--- src/rtl/misalign_pkg.sv ---
package misalign_pkg;
    typedef enum logic [1:0] {
        SZ_BYTE  = 2'd0,
        SZ_HALF  = 2'd1,
        SZ_WORD  = 2'd2,
        SZ_BURST = 2'd3
    } xsize_e;

    typedef enum logic {
        ST_IDLE = 1'b0,
        ST_BUSY = 1'b1
    } mstate_e;
endpackage

--- src/rtl/msplit_piece.sv ---
module msplit_piece
    import misalign_pkg::*;
#(
    parameter int NL = 4,
    localparam int LW = $clog2(NL)
) (
    input  logic          port16,
    input  logic [LW-1:0] cur_lo,
    input  logic [LW:0]   rem,
    output logic [LW-1:0] pos,
    output logic [LW:0]   cnt,
    output xsize_e        size,
    output logic [LW-1:0] lomask
);
    logic [LW:0] room;

    always_comb begin
        pos    = port16 ? {{(LW-1){1'b0}}, cur_lo[0]} : cur_lo;
        room   = port16 ? ((LW+1)'(2) - {1'b0, pos}) : ((LW+1)'(NL) - {1'b0, pos});
        cnt    = (rem < room) ? rem : room;
        if (cnt == (LW+1)'(1)) begin
            size   = SZ_BYTE;
            lomask = '0;
        end else if (port16 || (cnt == (LW+1)'(2) && !pos[0])) begin
            size   = SZ_HALF;
            lomask = LW'(1);
        end else begin
            size   = SZ_WORD;
            lomask = LW'(NL-1);
        end
    end
endmodule

--- src/rtl/msplit_lanes.sv ---
module msplit_lanes #(
    parameter int DW = 32,
    localparam int NL = DW / 8,
    localparam int LW = $clog2(NL)
) (
    input  logic [LW-1:0] pos,
    input  logic [LW:0]   cnt,
    input  logic [LW-1:0] off,
    input  logic [LW-1:0] len,
    input  logic [DW-1:0] wd,
    input  logic [DW-1:0] rd,
    input  logic [DW-1:0] hold,
    output logic [NL-1:0] we,
    output logic [DW-1:0] lane_wd,
    output logic [DW-1:0] merged
);
    for (genvar i = 0; i < NL; i++) begin : g_lane
        logic [LW-1:0] rel;
        logic [LW-1:0] slot;
        logic          act;
        always_comb begin
            rel  = LW'(i) - pos;
            act  = (LW'(i) >= pos) && ({1'b0, rel} < cnt);
            slot = len - (off + rel);
            we[i] = act;
            lane_wd[DW-1-8*i -: 8] = act ? wd[{slot, 3'b000} +: 8] : 8'h00;
        end
    end

    for (genvar s = 0; s < NL; s++) begin : g_slot
        logic [LW-1:0] kk;
        logic [LW-1:0] lane;
        logic [LW-1:0] ridx;
        logic          inr;
        always_comb begin
            kk   = len - LW'(s);
            inr  = (LW'(s) <= len) && (kk >= off) && ({1'b0, kk - off} < cnt);
            lane = pos + (kk - off);
            ridx = LW'(NL-1) - lane;
            merged[8*s +: 8] = inr ? rd[{ridx, 3'b000} +: 8] : hold[8*s +: 8];
        end
    end
endmodule

--- src/rtl/msplit_inb_chk.sv ---
module msplit_inb_chk
    import misalign_pkg::*;
(
    input  logic [2:0] addr_lo,
    input  xsize_e     size,
    output logic       mis
);
    always_comb begin
        unique case (size)
            SZ_BYTE:  mis = 1'b0;
            SZ_HALF:  mis = addr_lo[0];
            SZ_WORD:  mis = |addr_lo[1:0];
            default:  mis = |addr_lo;
        endcase
    end
endmodule

--- src/rtl/misalign_split.sv ---
module misalign_split
    import misalign_pkg::*;
#(
    parameter int AW = 32,
    parameter int DW = 32
) (
    input  logic          clk,
    input  logic          rst_n,
    input  logic          port16,
    input  logic          req_valid,
    output logic          req_ready,
    input  logic          req_write,
    input  logic [AW-1:0] req_addr,
    input  logic [1:0]    req_len,
    input  logic [DW-1:0] req_wdata,
    output logic          rsp_valid,
    output logic [DW-1:0] rsp_rdata,
    output logic          ext_start,
    input  logic          ext_ack,
    output logic [AW-1:0] ext_addr,
    output logic [1:0]    ext_size,
    output logic          ext_write,
    output logic [3:0]    ext_we,
    output logic [DW-1:0] ext_wdata,
    input  logic [DW-1:0] ext_rdata,
    input  logic          inb_valid,
    input  logic [AW-1:0] inb_addr,
    input  logic [1:0]    inb_size,
    output logic          inb_fwd,
    output logic          inb_err
);
    localparam int NL = DW / 8;
    localparam int LW = $clog2(NL);

    typedef struct packed {
        mstate_e       st;
        logic [AW-1:0] cur;
        logic [LW:0]   rem;
        logic [LW-1:0] off;
        logic [LW-1:0] len;
        logic          wr;
        logic [DW-1:0] wd;
        logic [DW-1:0] hold;
        logic          rsp;
        logic          ierr;
        logic          ifwd;
    } regs_t;

    regs_t q, d;

    logic [LW-1:0] pos;
    logic [LW:0]   cnt;
    xsize_e        psize;
    logic [LW-1:0] lomask;
    logic [NL-1:0] lane_we;
    logic [DW-1:0] lane_wd;
    logic [DW-1:0] merged;
    logic          inb_mis;

    msplit_piece #(.NL(NL)) u_piece (
        .port16 (port16),
        .cur_lo (q.cur[LW-1:0]),
        .rem    (q.rem),
        .pos    (pos),
        .cnt    (cnt),
        .size   (psize),
        .lomask (lomask)
    );

    msplit_lanes #(.DW(DW)) u_lanes (
        .pos     (pos),
        .cnt     (cnt),
        .off     (q.off),
        .len     (q.len),
        .wd      (q.wd),
        .rd      (ext_rdata),
        .hold    (q.hold),
        .we      (lane_we),
        .lane_wd (lane_wd),
        .merged  (merged)
    );

    msplit_inb_chk u_inb (
        .addr_lo (inb_addr[2:0]),
        .size    (xsize_e'(inb_size)),
        .mis     (inb_mis)
    );

    always_comb begin
        d      = q;
        d.rsp  = 1'b0;
        d.ierr = inb_valid && inb_mis;
        d.ifwd = inb_valid && !inb_mis;
        unique case (q.st)
            ST_IDLE: begin
                if (req_valid) begin
                    d.st   = ST_BUSY;
                    d.cur  = req_addr;
                    d.rem  = {1'b0, req_len} + (LW+1)'(1);
                    d.off  = '0;
                    d.len  = req_len;
                    d.wr   = req_write;
                    d.wd   = req_wdata;
                    d.hold = '0;
                end
            end
            default: begin
                if (ext_ack) begin
                    if (!q.wr) d.hold = merged;
                    if (cnt == q.rem) begin
                        d.st  = ST_IDLE;
                        d.rsp = 1'b1;
                    end else begin
                        d.cur = q.cur + AW'(cnt);
                        d.rem = q.rem - cnt;
                        d.off = q.off + cnt[LW-1:0];
                    end
                end
            end
        endcase
    end

    always_ff @(posedge clk) begin
        if (!rst_n) begin
            q <= '0;
        end else begin
            q <= d;
        end
    end

    assign req_ready = (q.st == ST_IDLE);
    assign rsp_valid = q.rsp;
    assign rsp_rdata = q.hold;
    assign ext_start = (q.st == ST_BUSY);
    assign ext_addr  = q.cur & ~AW'(lomask);
    assign ext_size  = psize;
    assign ext_write = q.wr;
    assign ext_we    = lane_we;
    assign ext_wdata = q.wr ? lane_wd : '0;
    assign inb_fwd   = q.ifwd;
    assign inb_err   = q.ierr;
endmodule

--- config.mk ---
export PLATFORM = sky130hd
export DESIGN_NAME = misalign_split
export DESIGN_NICKNAME = d
export VERILOG_FILES = /design/src/rtl/misalign_pkg.sv /design/src/rtl/msplit_piece.sv /design/src/rtl/msplit_lanes.sv /design/src/rtl/msplit_inb_chk.sv /design/src/rtl/misalign_split.sv
export SDC_FILE = /design/constraint.sdc
export NUM_CORES = 1
export LEC_CHECK = 0
export BUFFER_PORTS_ARGS = -buffer_cell sky130_fd_sc_hd__buf_2
export CAP_MARGIN = 15
export CORE_MARGIN = 5
export CORE_UTILIZATION = 45
export CTS_BUF_LIST = sky130_fd_sc_hd__clkbuf_8
export CTS_CLUSTER_DIAMETER = 150
export DETAILED_ROUTE_END_ITERATION = 8
export HOLD_SLACK_MARGIN = 0.08
export PLACE_DENSITY = 0.77
export SLEW_MARGIN = 0
export SYNTH_ARGS = -nofsm -noshare
export SYNTH_HDL_FRONTEND = slang
export SYNTH_SLANG_ARGS = --single-unit
--- constraint.sdc ---
create_clock -name clk -period 4.5 [get_ports clk]
set_clock_uncertainty 0.15 [all_clocks]
set_input_delay 0 -clock clk [delete_from_list [all_inputs] [get_ports clk]]
set_output_delay 0 -clock clk [all_outputs]
set_load 0.01 [all_outputs]
==> results.sh <==
export IMPL_run_status="finished, final reports clean"
export IMPL_initial_core_util=0.457
export IMPL_cts_root_buf="clkbuf_8"
export IMPL_power_frac_seq=0.325
export IMPL_rsz0062_at_grt="false"
export IMPL_yosys_warnings=0
export IMPL_grt_pass1_wl_um=44400
export IMPL_gp_congestion=0.935
export IMPL_period_share=0.938
export IMPL_syn_nets=1129
export IMPL_yosysTopAreaCell="dfxtp_1"
export IMPL_p_clk_frac=0.194
export IMPL_post_route_util=0.593
export IMPL_clock_fmax_mhz=237
export IMPL_finalWirelength_um=27800
export IMPL_antenna_left=0
export IMPL_die_y_um=145
export IMPL_num_fill_cells=1498
export IMPL_critical_path_class="flip-flop to flip-flop"
export IMPL_viasPerCell=5.92
export IMPL_vdd_drop_max_mv=0.253
export IMPL_met3_wirelength_um=2400
export IMPL_p_leak_nw=4.50
export IMPL_synth_edf_count=0
export IMPL_io_buffers=217
export IMPL_htree_levels=3
export IMPL_cap_violations=0
export IMPL_cts_buffers=9
export IMPL_slew_headroom=0.269
export IMPL_grt_usage=0.252
export IMPL_synth_seq_cells=108
export IMPL_avgSynthCellArea_um2=8.60
export IMPL_worstMarginPinSlew_ps=1090
export IMPL_synthFlopType="dfxtp_1"
export IMPL_met1_length_um=10900
export IMPL_seq_area_frac_synth=0.263
export IMPL_layout_setup_ws_ps=281
export IMPL_yosys_cell_count_top_type="nand2_1"
export IMPL_slew_viol_final=0
export IMPL_drc=0
export IMPL_netlist_area_leader_share=0.263
export IMPL_drt_iter0_markers=719
export IMPL_swShare=0.398
export IMPL_arrival_ps=4420
export IMPL_finalSetupTns_ps=0
export IMPL_cts_tree="yes"
export IMPL_hold_viol_final=0
export IMPL_syn_area_um2=8210
export IMPL_cts_sinks=108
export IMPL_ys_top_cells_by_count="nand2_1, dfxtp_1, buf_4, a21oi_1, nor2_1"
export IMPL_layout_min_cycle_time_ps=4220
export IMPL_switchingPower_mw=1.34
export IMPL_antenna_found_initial=0
export IMPL_row_count=49
export IMPL_dieArea_um2=21000
export IMPL_power_density_nw_per_um2=318
export IMPL_io_pins=247
export IMPL_antenna_cells=0
export IMPL_postSynth_asyncResetShare=0
export IMPL_finalPower_mw=3.38
export IMPL_postSynthCellCount=955
export IMPL_nNetsFinal=1394
export IMPL_insertion_delay_ps=400
export IMPL_dp_slack_ps=391
export IMPL_hold_slack_ps=125
export IMPL_p_int_mw=2.04
export IMPL_grt_max_degree=74
export IMPL_grt_pass1_vias=8345
export IMPL_wl_met2_um=13400
export IMPL_post_dp_hpwl_um=17900
export IMPL_endpoint_kind="flip-flop"
export IMPL_finalSetupViolCount=0
export IMPL_synth_cell_type_count=74
export IMPL_cp_max_fo=12
export IMPL_gr_total_overflow=0
export IMPL_core_area_um2=18000
export IMPL_start_kind="flip-flop"
export IMPL_die_x_um=145
export IMPL_area_growth_pct=29.7
export IMPL_synth_area_top_cells="dfxtp_1, mux4_2, nand2_1, buf_4, mux2i_1"
export IMPL_drive_gt1_frac=0.277
export IMPL_first_pass_iters=6
export IMPL_cp_data_required_time_ps=4700
export IMPL_min_path_type="input port to flip-flop"
export IMPL_power_frac_comb=0.481
export IMPL_cts_max_path_buffers=2
export IMPL_top_layer="met4"
export IMPL_clk_pin_slew_ps=140
export IMPL_wire_per_inst_um=19.1
export IMPL_vias=8603
## cells by family (layout without fill, tap and decap cells)
family	Yosys count	in the layout	synth area share
DFF	108	108	0.263
and+or+nand+nor	329	329	0.187
buffers and inverters	148	418	0.101
muxes	98	98	0.194
xor gates and xnor gates	19	19	0.0203
adders and majority gates	39	39	0.0637
AOI/OAI and AO/OA	214	214	0.171
## sequential cells by signal, indices dropped and copies added, names as in the netlist
register / count
inb_fwd: 1
rsp_valid: 1
rsp_rdata: 32
inb_err: 1
q: 71
ext_start: 1
ext_write: 1
## path summary, 6_finish.rpt
| path | start | to | slack, ps | depth (start not counted) |
|---|---|---|---|---|
| hold / removal | ext_rdata[12] | rsp_rdata[12]$_SDFFE_PN0P_ | 130 | 4 |
| setup / recovery | q[76]$_SDFFE_PN0P_ | q[98]$_SDFFE_PN0P_ | 280 | 14 |
| hold reg to reg | rsp_rdata[30]$_SDFFE_PN0P_ | rsp_rdata[30]$_SDFFE_PN0P_ | 320 | 2 |
| setup reg to reg | q[76]$_SDFFE_PN0P_ | q[98]$_SDFFE_PN0P_ | 280 | 14 |
## layer usage
metal / global-route usage / vias to the layer above
li1: - / 3961
met1: 0.323 / 4054
met2: 0.424 / 505
met3: 0.0427 / 83
met4: 0.101 / 0
met5: 0 / -
## what timing repair did
| action | in CTS | in global routing |
|---|---|---|
| buffers inserted | 0 | 0 |
| endpoints found under the setup margin | 0 | 3 |
| gates resized for setup | 0 | 9 |
| hold buffers | 138 | 0 |
| hold endpoints to repair | 107 | 0 |
## area by class of cell
cell class / count / area [µm²] / share of cell area
tap: 229 / 287 / 0.0269
clock inverter: 7 / 91.3 / 0.00858
inverter: 28 / 105 / 0.00987
multi-input combinational: 699 / 5270 / 0.495
sequential: 108 / 2160 / 0.203
clock buffer: 9 / 124 / 0.0116
timing repair buffer: 374 / 2610 / 0.245
## cell usage in the layout, fill, tap and decap left out, types with 6 or more instances in the layout
master and n:
a211oi_1 20, nand3_1 23, a22oi_1 13, or4_1 7
and3_1 15, nor2b_1 11, fa_1 6, xor2_1 8
xnor2_1 10, o211ai_1 6, nor2_1 48, nand2_1 168
mux2_2 9, inv_1 25, mux4_2 48, clkbuf_8 9
a31oi_1 20, o31ai_1 8, nand4_1 7, buf_4 18
a21oi_1 64, dfxtp_1 108, ha_1 28, dlygate4sd3_1 138
buf_2 217, o21ai_0 29, nor3_1 13, mux2i_1 41
## power by group through the flow
stage,Clock (mW),Sequential (mW),Combinational [mW]
6_report,0.655,1.10,1.63
3_5_place_dp,0,1.11,1.41
3_3_place_gp,0,1.11,1.38
2_1_floorplan,0,1.09,1.10
4_1_cts,0.664,1.09,1.60
5_1_grt,0.701,1.11,1.77
## per-stage QoR
| stage | instance area [µm²] | cells |
|---|---|---|
| after floorplan | 8210 | 955 |
| after global placement | 9030 | 1300 |
| after detailed placement | 9030 | 1300 |
| after CTS | 10600 | 1454 |
| after global routing | 10700 | 1454 |
| final | 10700 | 1454 |
## worst max-delay path, cell delays in order (launching register included)
cell	delay, ps
dfxtp_1	430
nor2_1	70
ha_1	400
inv_1	110
ha_1	320
o21bai_2	220
o21ai_1	210
a21oi_2	210
ha_2	250
a31oi_1	70
a311o_1	410
nand3_1	420
a31oi_1	150
o22ai_1	180
dlygate4sd3_1	570
(Power assumes the default switching activity.)
